## src/rtl/pwr_seq_pkg.sv

```systemverilog
package pwr_seq_pkg;
  typedef enum logic [2:0] {
    ST_OFF     = 3'd0,
    ST_COLD    = 3'd1,
    ST_STANDBY = 3'd2,
    ST_WARM    = 3'd3,
    ST_ACTIVE  = 3'd4
  } pwrState_e;

  // strobes from control to the wake timer
  typedef struct packed {
    logic clr;
    logic run;
  } timerCtl_t;
endpackage

```

## src/rtl/pwr_seq_timer.sv

```systemverilog
module pwr_seq_timer
  import pwr_seq_pkg::*;
#(
  parameter int COLD_CYC = 500000,
  parameter int WARM_CYC = 300
) (
  input  logic      clk,
  input  logic      rstN,
  input  timerCtl_t ctl,
  output logic      coldDone,
  output logic      warmDone
);
  localparam int MAXC = (COLD_CYC > WARM_CYC) ? COLD_CYC : WARM_CYC;
  localparam int CW   = (MAXC > 1) ? $clog2(MAXC + 1) : 1;

  logic [CW-1:0] cnt;

  always_ff @(posedge clk or negedge rstN) begin
    if (!rstN)
      cnt <= '0;
    else if (ctl.clr)
      cnt <= '0;
    else if (ctl.run && cnt != CW'(MAXC - 1))
      cnt <= cnt + 1'b1;
  end

  assign coldDone = (cnt == CW'(COLD_CYC - 1));
  assign warmDone = (cnt == CW'(WARM_CYC - 1));
endmodule

```

## src/rtl/pwr_seq_ctrl.sv

```systemverilog
module pwr_seq_ctrl
  import pwr_seq_pkg::*;
(
  input  logic      clk,
  input  logic      rstN,
  input  logic      enableIn,
  input  logic      standbyIn,
  input  logic      supplyOk,
  input  logic      faultHalt,
  input  logic      coldDone,
  input  logic      warmDone,
  output timerCtl_t tmr,
  output logic      coreDomainOn,
  output logic      auxDomainOn,
  output logic      outReady
);
  pwrState_e state, nextState;
  logic runOk;

  assign runOk = enableIn && supplyOk && !faultHalt;

  always_comb begin
    nextState = state;
    tmr       = '0;
    if (!runOk) begin
      nextState = ST_OFF;
    end else begin
      case (state)
        ST_OFF: begin
          nextState = ST_COLD;
          tmr.clr   = 1'b1;
        end
        ST_COLD: begin
          tmr.run = 1'b1;
          if (coldDone) nextState = standbyIn ? ST_STANDBY : ST_ACTIVE;
        end
        ST_STANDBY: begin
          if (!standbyIn) begin
            nextState = ST_WARM;
            tmr.clr   = 1'b1;
          end
        end
        ST_WARM: begin
          if (standbyIn) nextState = ST_STANDBY;
          else begin
            tmr.run = 1'b1;
            if (warmDone) nextState = ST_ACTIVE;
          end
        end
        ST_ACTIVE: begin
          if (standbyIn) nextState = ST_STANDBY;
        end
        default: nextState = ST_OFF;
      endcase
    end
  end

  always_ff @(posedge clk or negedge rstN) begin
    if (!rstN) state <= ST_OFF;
    else       state <= nextState;
  end

  assign coreDomainOn = (state != ST_OFF);
  assign auxDomainOn  = (state == ST_COLD) || (state == ST_WARM) || (state == ST_ACTIVE);
  assign outReady     = (state == ST_ACTIVE) && runOk && !standbyIn;

  AST_COLD_START: assert property (@(posedge clk) disable iff (!rstN)
    (state == ST_OFF && runOk) |=> (state == ST_COLD));
  AST_WARM_START: assert property (@(posedge clk) disable iff (!rstN)
    (state == ST_STANDBY && runOk && !standbyIn) |=> (state == ST_WARM && !outReady));
  AST_WARM_ABORT: assert property (@(posedge clk) disable iff (!rstN)
    (state == ST_WARM && runOk && standbyIn) |=> (state == ST_STANDBY));
  AST_SUPPLY_DROP: assert property (@(posedge clk) disable iff (!rstN)
    (!supplyOk || faultHalt) |=> (state == ST_OFF));
endmodule

```

## src/rtl/pwr_mode_seq.sv

```systemverilog
module pwr_mode_seq
  import pwr_seq_pkg::*;
#(
  parameter int CLK_KHZ = 50000,
  parameter int COLD_US = 10000,
  parameter int WARM_US = 6
) (
  input  logic clk,
  input  logic rstN,
  input  logic enableIn,
  input  logic standbyIn,
  input  logic supplyOk,
  input  logic faultHalt,
  output logic coreDomainOn,
  output logic auxDomainOn,
  output logic outReady
);
  localparam int COLD_RAW = CLK_KHZ * COLD_US / 1000;
  localparam int WARM_RAW = CLK_KHZ * WARM_US / 1000;
  localparam int COLD_CYC = (COLD_RAW < 1) ? 1 : COLD_RAW;
  localparam int WARM_CYC = (WARM_RAW < 1) ? 1 : WARM_RAW;

  timerCtl_t tmrCtl;
  logic coldDone, warmDone;

  pwr_seq_timer #(.COLD_CYC(COLD_CYC), .WARM_CYC(WARM_CYC)) i_timer (
    .clk(clk), .rstN(rstN), .ctl(tmrCtl), .coldDone(coldDone), .warmDone(warmDone)
  );

  pwr_seq_ctrl i_ctrl (
    .clk(clk), .rstN(rstN), .enableIn(enableIn), .standbyIn(standbyIn),
    .supplyOk(supplyOk), .faultHalt(faultHalt), .coldDone(coldDone),
    .warmDone(warmDone), .tmr(tmrCtl), .coreDomainOn(coreDomainOn),
    .auxDomainOn(auxDomainOn), .outReady(outReady)
  );

  AST_OFF_ON_DISABLE: assert property (@(posedge clk) disable iff (!rstN)
    !enableIn |=> (!coreDomainOn && !auxDomainOn));
  AST_DISABLE_WINS: assert property (@(posedge clk) disable iff (!rstN)
    (!enableIn && standbyIn) |=> !coreDomainOn);
  AST_READY_GATED: assert property (@(posedge clk) disable iff (!rstN)
    outReady |-> (enableIn && supplyOk && !faultHalt));
endmodule

```

## config.mk

```make
export PLATFORM = sky130hd
export DESIGN_NAME = pwr_mode_seq
export DESIGN_NICKNAME = d
export VERILOG_FILES = /design/src/rtl/pwr_seq_pkg.sv /design/src/rtl/pwr_seq_timer.sv /design/src/rtl/pwr_seq_ctrl.sv /design/src/rtl/pwr_mode_seq.sv
export SDC_FILE = /design/constraint.sdc
export NUM_CORES = 1
export LEC_CHECK = 0
export BUFFER_PORTS_ARGS = -buffer_cell sky130_fd_sc_hd__clkbuf_2
export CAP_MARGIN = 20
export CORE_MARGIN = 5
export CORE_UTILIZATION = 50
export CTS_BUF_LIST = sky130_fd_sc_hd__clkbuf_8
export CTS_CLUSTER_DIAMETER = 40
export DETAILED_ROUTE_END_ITERATION = 6
export PLACE_DENSITY = 0.66
export SKIP_LAST_GASP = 1
export SYNTH_ARGS = -nofsm -noshare
export SYNTH_HDL_FRONTEND = slang
export SYNTH_SLANG_ARGS = --single-unit
export TNS_END_PERCENT = 50
```

## constraint.sdc

```tcl
create_clock -name clk -period 3.6 [get_ports clk]
set_clock_uncertainty 0.05 [all_clocks]
set_input_delay 0.36 -clock clk [delete_from_list [all_inputs] [get_ports clk]]
set_output_delay 0.36 -clock clk [all_outputs]
set_load 0.05 [all_outputs]
```

# Word-level counts from Yosys, hierarchy flattened
# Index checks and enable logic that the tools add are counted.
# word_totals
register_bits	22
latch_bits	0
mem_bits_rw	0
romBits	0
inputBits	6
output_inout_bits	3
elab_cells	41
n_memories	0
# classes
add_sub_neg	1
n_mul	0
n_div	0
n_lt_le_gt_ge	0
n_eq_ne	11
shifts	0
muxes	14
bitwise	0
n_reduce_logical	13
# ops
operator	n
$mux 19	2
$mux 3	7
$add 19x1->19 const B	1
$eq 19x19->1 const B	1
$eq 19x9->1 const B	1
$ne 19x19->1 const B	1
$pmux 3 s5	1
$ne 3x3->1 const B	3
$eq 3x2->1 const B	2
$logic_and 1x1->1	5
$ne 4x3->1 const B	1
$pmux 1 s2	2
$reduce_and 4->1	1
$eq 3x1->1 const B	1
$eq 3x3->1 const B	1
$logic_not 3->1	1
$reduce_bool 3->1	1
$logic_not 1->1	2
$logic_or 1x1->1	2
$mux 2	1
$reduce_bool 2->1	1
$mux 1	1

# Depth between registers and ports, before layout
# Gate-level depths: netlist of the first run.
# logic_depth
ltp_word	6
ltp_mapped	6
mapped_depth_nobuf	6

# Hierarchy
# A second synthesis of the first run with hierarchy kept.
# hier_totals
cells_unflattened	140
hier_area_um2	1298.7
# by_module_without_submodules
mod	n_inst	cells_each	area_each_um2	seq_area_each_um2
pwr_seq_timer	1	116	1088.5	475.5
pwr_seq_ctrl	1	24	210.2	75.1

# Least setup slack after synthesis of the first run
# OpenSTA, ideal clock, no wires.
# synth_timing
kind	register to output
start	reg i_ctrl.state[1]
end	out outReady
arrival_ps	2167
required_ps	3190
setup_slack_ps	1023
stages_incl_launch_ff	3
path_cell_list	dfrtp_1 nand2b_1 nor4_1
# synth_between
elab_chain_cells	3
# synth_rtl
item	line_no	source
start, declared	pwr_seq_ctrl.sv:17	pwrState_e state, nextState;
start signal, assigned	pwr_seq_ctrl.sv:60	else state <= nextState;
$eq 3x3->1	pwr_seq_ctrl.sv:65	assign outReady = (state == ST_ACTIVE) && runOk && !standbyIn;
$logic_and 1x1->1 (2 in a row)	pwr_seq_ctrl.sv:65	
end, declared	pwr_mode_seq.sv:16	output logic outReady
# No other way between the ends.

# Final worst setup path of the first run
# Ends and elaborated chain as after synthesis.

==> results of run 1 <==
-- layout by cell type, fill, tap and decap left out, types with 2 or more instances in the layout --
| master | n |
|---|---|
| dfrtp_1 | 22 |
| nor2_1 | 21 |
| xnor2_1 | 12 |
| nand2_1 | 8 |
| clkbuf_2 | 8 |
| nand3_1 | 7 |
| nor4_1 | 5 |
| o21ai_0 | 4 |
| xor2_1 | 4 |
| nor3_1 | 4 |
| a21oi_1 | 4 |
| or3_1 | 3 |
| nand2b_1 | 3 |
| nand4_1 | 3 |
| inv_1 | 3 |
| a211oi_1 | 3 |
| clkbuf_8 | 3 |
| and3b_1 | 2 |
| and4b_1 | 2 |
| mux2i_1 | 2 |
-- worst paths after layout --
check                                            startpoint                          end  slack [ps]  depth (start not counted)
worst max-delay path            i_ctrl.state[1]$_DFFE_PN0P_                     outReady        1500                          3
worst min-delay path                                   rstN   i_timer.cnt[5]$_DFFE_PN0P_           2                          1
worst max register to register   i_timer.cnt[0]$_DFFE_PN0P_  i_ctrl.state[1]$_DFFE_PN0P_        1510                          6
worst min register to register  i_timer.cnt[18]$_DFFE_PN0P_  i_timer.cnt[18]$_DFFE_PN0P_         540                          2
max in group asynchronous                              rstN  i_timer.cnt[18]$_DFFE_PN0P_        3140                          1
min in group clk                                  standbyIn  i_ctrl.state[2]$_DFFE_PN0P_         430                          3
-- state kept, by name (all words and copies together) (netlist names) --
signal and cells:
i_ctrl.state 3, i_timer.cnt 19
-- worst max-delay path, cell delays in order, from the launching register on --
cell and delay (ps):
dfrtp_1 470, nand2b_1 230, nor4_1 370, clkbuf_2 350
-- through the flow --
stage / setup slack, ps / util / instances
global route: 1360 / 0.588 / 178
CTS: 1500 / 0.584 / 177
finish: 1500 / 0.588 / 178
detailed placement: 1440 / 0.555 / 173
global placement: 1530 / 0.555 / 173
floorplan: 1020 / - / 140
-- power breakdown --
group	total [uW]	internal (uW)	switching [uW]	leakage [uW]
registers	252	249	3.12	0.000307
logic	25.7	8.16	17.5	0.000282
clock network	234	149	84.9	0.0000357
-- synthesized netlist by cell type, types with 2 or more instances --
cell type / n / area, um^2
nor4_1: 5 / 31.3
o21ai_0: 4 / 20.0
or3_1: 3 / 18.8
nor2_1: 21 / 78.8
and3b_1: 2 / 17.5
nand2b_1: 3 / 18.8
dfrtp_1: 22 / 551
nand3_1: 7 / 35.0
mux2i_1: 2 / 20.0
xor2_1: 4 / 35.0
and4b_1: 2 / 20.0
nand4_1: 3 / 18.8
xnor2_1: 12 / 105
buf_2: 2 / 10.0
inv_1: 3 / 11.3
a211oi_1: 3 / 22.5
nor3_1: 5 / 25.0
clkbuf_1: 3 / 11.3
nand2_1: 8 / 30.0
a21oi_1: 4 / 20.0
-- routing by layer --
metal	share of wire	up-vias	wire [um]
li1	-	517	-
met1	0.50	495	1370
met2	0.45	23	1230
met3	0.033	5	90
met4	0.022	0	60
met5	0	-	0
-- area by class of cell --
| type | instances | area share |
|---|---|---|
| clock buffer | 3 | 0.0281 |
| clock inverter | 1 | 0.0204 |
| multi-input combinational | 110 | 0.509 |
| tap | 30 | 0.0255 |
| sequential | 22 | 0.374 |
| timing repair buffer | 9 | 0.0349 |
| inverter | 3 | 0.00766 |
-- logic make-up (layout without fill, tap and decap cells) --
| kind of cell | Yosys count | in the layout | synth area share |
|---|---|---|---|
| simple gates | 73 | 73 | 0.332 |
| flops | 22 | 22 | 0.415 |
| compound gates | 17 | 17 | 0.0868 |
| xor+xnor | 16 | 16 | 0.106 |
| buf+inv | 8 | 16 | 0.0245 |
| mux | 3 | 3 | 0.0264 |
| fa+ha+maj | 1 | 1 | 0.00943 |
==> impl_metrics.csv, run 1 <==
group,metric,value,unit
floorplan,die_y,61.5,um
hold_path,min_path_type,"in2async",
power_and_ir_drop,irDropWorstVdd,0.309,mV
timing,setup_violations,0,
floorplan,die_w,61.5,um
power_and_ir_drop,powerDensity,348,nW/um^2
timing,min_period_over_period,0.583,
cts,cts_resized,0,
cts,clk_pin_slew,80,ps
cts,root_buffer,"clkbuf_8",
grt,grt_pass1_vias,1015,
status,status,"complete, no violations",
grt,use_met2,0.263,
route,vias,1040,
route,drt-initial-drc-count,65,
floorplan,design.core.area,2500,um^2
power_and_ir_drop,finalPower,511,uW
grt,grt-busiest-layer,"met2",
synthesis,synth_edf_count,0,
finish,n_fill_cell,227,
placement,gp_congestion,0.853,
route,route.detailed.drc,0,
grt,grt_usage,0.175,
cts,cts_made_buffers,3,
setup_path,arrival,1690,ps
power_and_ir_drop,p_leak,0.000624,uW
route,drt-pass1-iter-count,4,
timing,hold_ws,1.60,ps
grt,grt_max_degree,23,
route,post_drt_wl_per_cell,15.5,um
run,cap_violations,0,
finish,diodes,0,
synthesis,ys_types,42,
synthesis,syn-num-nets,147,
finish,drive_gt1_frac,0.142,
cts,h-tree-depth,1,
synthesis,ys_ff_latch,22,
setup_path,critPathMaxFanout,8,
grt,met1_usage,0.240,
finish,multiInputGateArea,748,um^2
route,viasPerCell,5.84,
cts,clock_path_buffers,2,
finish,fin_nets,156,
cts,post-cts-setup-buffers,0,
floorplan,start_util,0.531,
cts,cts_tree,"built",
setup_path,end_kind,"output port",
floorplan,dieArea,3780,um^2
grt,grt-ovfl-total,0,
timing,max_clock_freq,0.476,GHz
placement,place_area,1390,um^2
floorplan,num_rows,18,
finish,final_area,1470,um^2
timing,rsz0062_at_grt,"no",
placement,dp_hpwl,1910,um
route,drt_wl_total,2760,um
cts,numClockSinks,22,
synthesis,synthFlopType,"dfrtp_1",
synthesis,yosys_warnings,0,
cts,insertion_delay,270,ps
timing,worst_pin_slew,531,ps
setup_path,crit_path_start_kind,"flop",
setup_path,worst_ep_required_time,3190,ps
synthesis,syn_avg_cell_area,9.47,um^2
synthesis,ys_seq_area_frac,0.415,
placement,io_buffers,8,
timing,slew_headroom,0.646,
timing,hold_violations,0,
grt,use_met3,0.0314,
synthesis,syn_area,1330,um^2
route,ant_nets,0,
grt,grt_pass1_wl,4830,um
synthesis,netlist_instances,140,
grt,antenna_found_initial,0,
finish,areaGrowthSynthToFinish,10.8,%
timing,tns,0,ps
setup_path,worstSetupPathType,"reg2out",
floorplan,ios,9,
cts,ctsHoldBuffers,0,
timing,min_period,2100,ps
timing,drv_slew,0,
synthesis,async_reset_ff_frac,1.00,
finish,seqCellArea,551,um^2
(Power assumes the default switching activity.)
==> inputs of run 2 (changes only) <==
==> constraint.sdc (replaced) <==
create_clock -name clk -period 2.1 [get_ports clk]
set_clock_uncertainty 0.05 [all_clocks]
set_input_delay 0.21 -clock clk [delete_from_list [all_inputs] [get_ports clk]]
set_output_delay 0.21 -clock clk [all_outputs]
set_load 0.05 [all_outputs]
==> impl_metrics.csv, run 2 (synthesis gave the netlist of run 1 again) <==
group,metric,value,unit
route,wl_met3,80,um
route,highest-signal-layer,"met4",
route,vias,1047,
timing,min_period_over_period,0.904,
floorplan,num_rows,18,
cts,cts_made_buffers,3,
route,drt-pass1-iter-count,4,
finish,drive_gt1_frac,0.153,
finish,regMostFlops,"i_timer.cnt",
cts,clk_pin_slew,80,ps
cts,root_buffer,"clkbuf_8",
power_and_ir_drop,switchingPower,179,uW
floorplan,ios,9,
power_and_ir_drop,finalPower,875,uW
power_and_ir_drop,internal-power,696,uW
setup_path,arrival,2000,ps
route,drt-initial-drc-count,63,
grt,grt-ovfl-total,0,
power_and_ir_drop,power_frac_seq,0.494,
finish,final_common_cell,"dfrtp_1",
finish,seqCellArea,551,um^2
timing,max_clock_freq,0.527,GHz
run,cap_violations,0,
placement,dp.cells,175,
setup_path,worst_ep_required_time,2200,ps
cts,clock_path_buffers,2,
cts,numClockSinks,22,
route,post_drt_wl_per_cell,15.1,um
placement,gp_congestion,0.862,
setup_path,slowest_delay,400,ps
power_and_ir_drop,combPwrFrac,0.052,
power_and_ir_drop,irDropWorstVdd,0.412,mV
hold_path,min_path_type,"in2reg",
route,viasPerCell,5.82,
finish,areaGrowthSynthToFinish,12.4,%
finish,final_cells,180,
route,route.met2.wl,1300,um
grt,grt_pass1_wl,5070,um
power_and_ir_drop,powerDensity,587,nW/um^2
grt,antenna_found_initial,0,
timing,tns,0,ps
setup_path,critPathMaxFanout,5,
timing,setup_violations,0,
finish,largest_reg_flops,19,
cts,insertion_delay,260,ps
timing,rsz0062_at_grt,"no",
setup_path,crit_path_start_kind,"flop",
placement,dp_hpwl,1990,um
route,drt_wl_total,2710,um
floorplan,design.core.area,2500,um^2
route,ant_nets,0,
hold_path,hold_depth,3,
floorplan,dieArea,3780,um^2
power_and_ir_drop,switching_share,0.204,
finish,top_regs,"i_timer.cnt x19, i_ctrl.state x3",
power_and_ir_drop,p_leak,0.000633,uW
setup_path,worstSetupPathType,"reg2reg",
setup_path,crit_path_cell_trace,"ha_1, nand4_4, nor4_4, and3b_1, nor2_1, mux2_4",
status,status,"complete, no violations",
grt,grt_max_degree,23,
finish,mostFrequentLayoutCells,"dfrtp_1 (22), nor2_1 (21), xnor2_1 (12)",
setup_path,ff2ff_path_depth,6,
route,wl_met1,1320,um
grt,grt_pass1_vias,1095,
cts,cts_tree,"built",
route,route.detailed.drc,0,
finish,multiInputGateArea,754,um^2
floorplan,die_w,61.5,um
timing,worst_pin_slew,549,ps
timing,slew_headroom,0.634,
cts,post-cts-setup-buffers,0,
setup_path,end_kind,"flop",
setup_path,crit_slowest_cell,"dfrtp_1",
timing,min_period,1900,ps
power_and_ir_drop,pwr-share-clk,0.454,
floorplan,die_y,61.5,um
timing,hold_ws,301,ps
grt,grt_usage,0.179,
timing,hold_violations,0,
finish,fin_nets,158,
floorplan,start_util,0.531,
cts,h-tree-depth,1,
timing,drv_slew,0,
finish,diodes,0,
finish,n_fill_cell,224,
placement,io_buffers,8,
==> run 2: final timing paths <==
kind | start | end | slack [ps]
max in group asynchronous | rstN | i_timer.cnt[13]$_DFFE_PN0P_ | 1230
worst min-delay path | standbyIn | i_ctrl.state[2]$_DFFE_PN0P_ | 300
worst max register to register | i_timer.cnt[0]$_DFFE_PN0P_ | i_ctrl.state[1]$_DFFE_PN0P_ | 200
worst max-delay path | i_timer.cnt[0]$_DFFE_PN0P_ | i_ctrl.state[1]$_DFFE_PN0P_ | 200
worst min register to register | i_timer.cnt[1]$_DFFE_PN0P_ | i_timer.cnt[1]$_DFFE_PN0P_ | 530
min in group asynchronous | rstN | i_timer.cnt[16]$_DFFE_PN0P_ | 410
==> run 2: final cells by class <==
cell class              count  share of cell area
clock inverters             1              0.0202
repair buffers             11              0.0437
multi-input cells         110               0.506
flip-flops and latches     22               0.369
inverters                   3             0.00756
well taps                  30              0.0252
clock buffers               3              0.0277
==> run 2: layer usage <==
metal / vias up / track usage
met5: - / 0
met4: 0 / 0.0545
met3: 2 / 0.0252
met2: 13 / 0.284
met1: 512 / 0.251
li1: 520 / -
==> run 2: timing repair <==
action / 4_1_cts / 5_1_grt
hold buffers: 1 / 0
hold endpoints to repair: 22 / 0
gates resized for setup: 0 / 0
==> run 2: critical path: cells and delay by family, from the launching register on <==
family,cells,cell delay [ps]
simple gates,4,760
fa+ha+maj,1,280
mux,1,290
flops,1,400
==> run 2: power by group through the flow <==
stage | registers [uW] | logic [uW] | clock network [uW]
after detailed placement | 441 | 45.4 | 0
after CTS | 432 | 46.9 | 411
after global routing | 433 | 51.7 | 416
after global placement | 440 | 44.0 | 0
after floorplan | 438 | 26.1 | 0
final | 432 | 45.7 | 397
==> run 2: through the flow <==
stage	area, um^2	setup slack [ps]	util
after global routing	1490	52.1	0.596
after floorplan	1330	115	-
after CTS	1490	195	0.596
after detailed placement	1410	208	0.564
final	1490	202	0.596
after global placement	1410	277	0.564
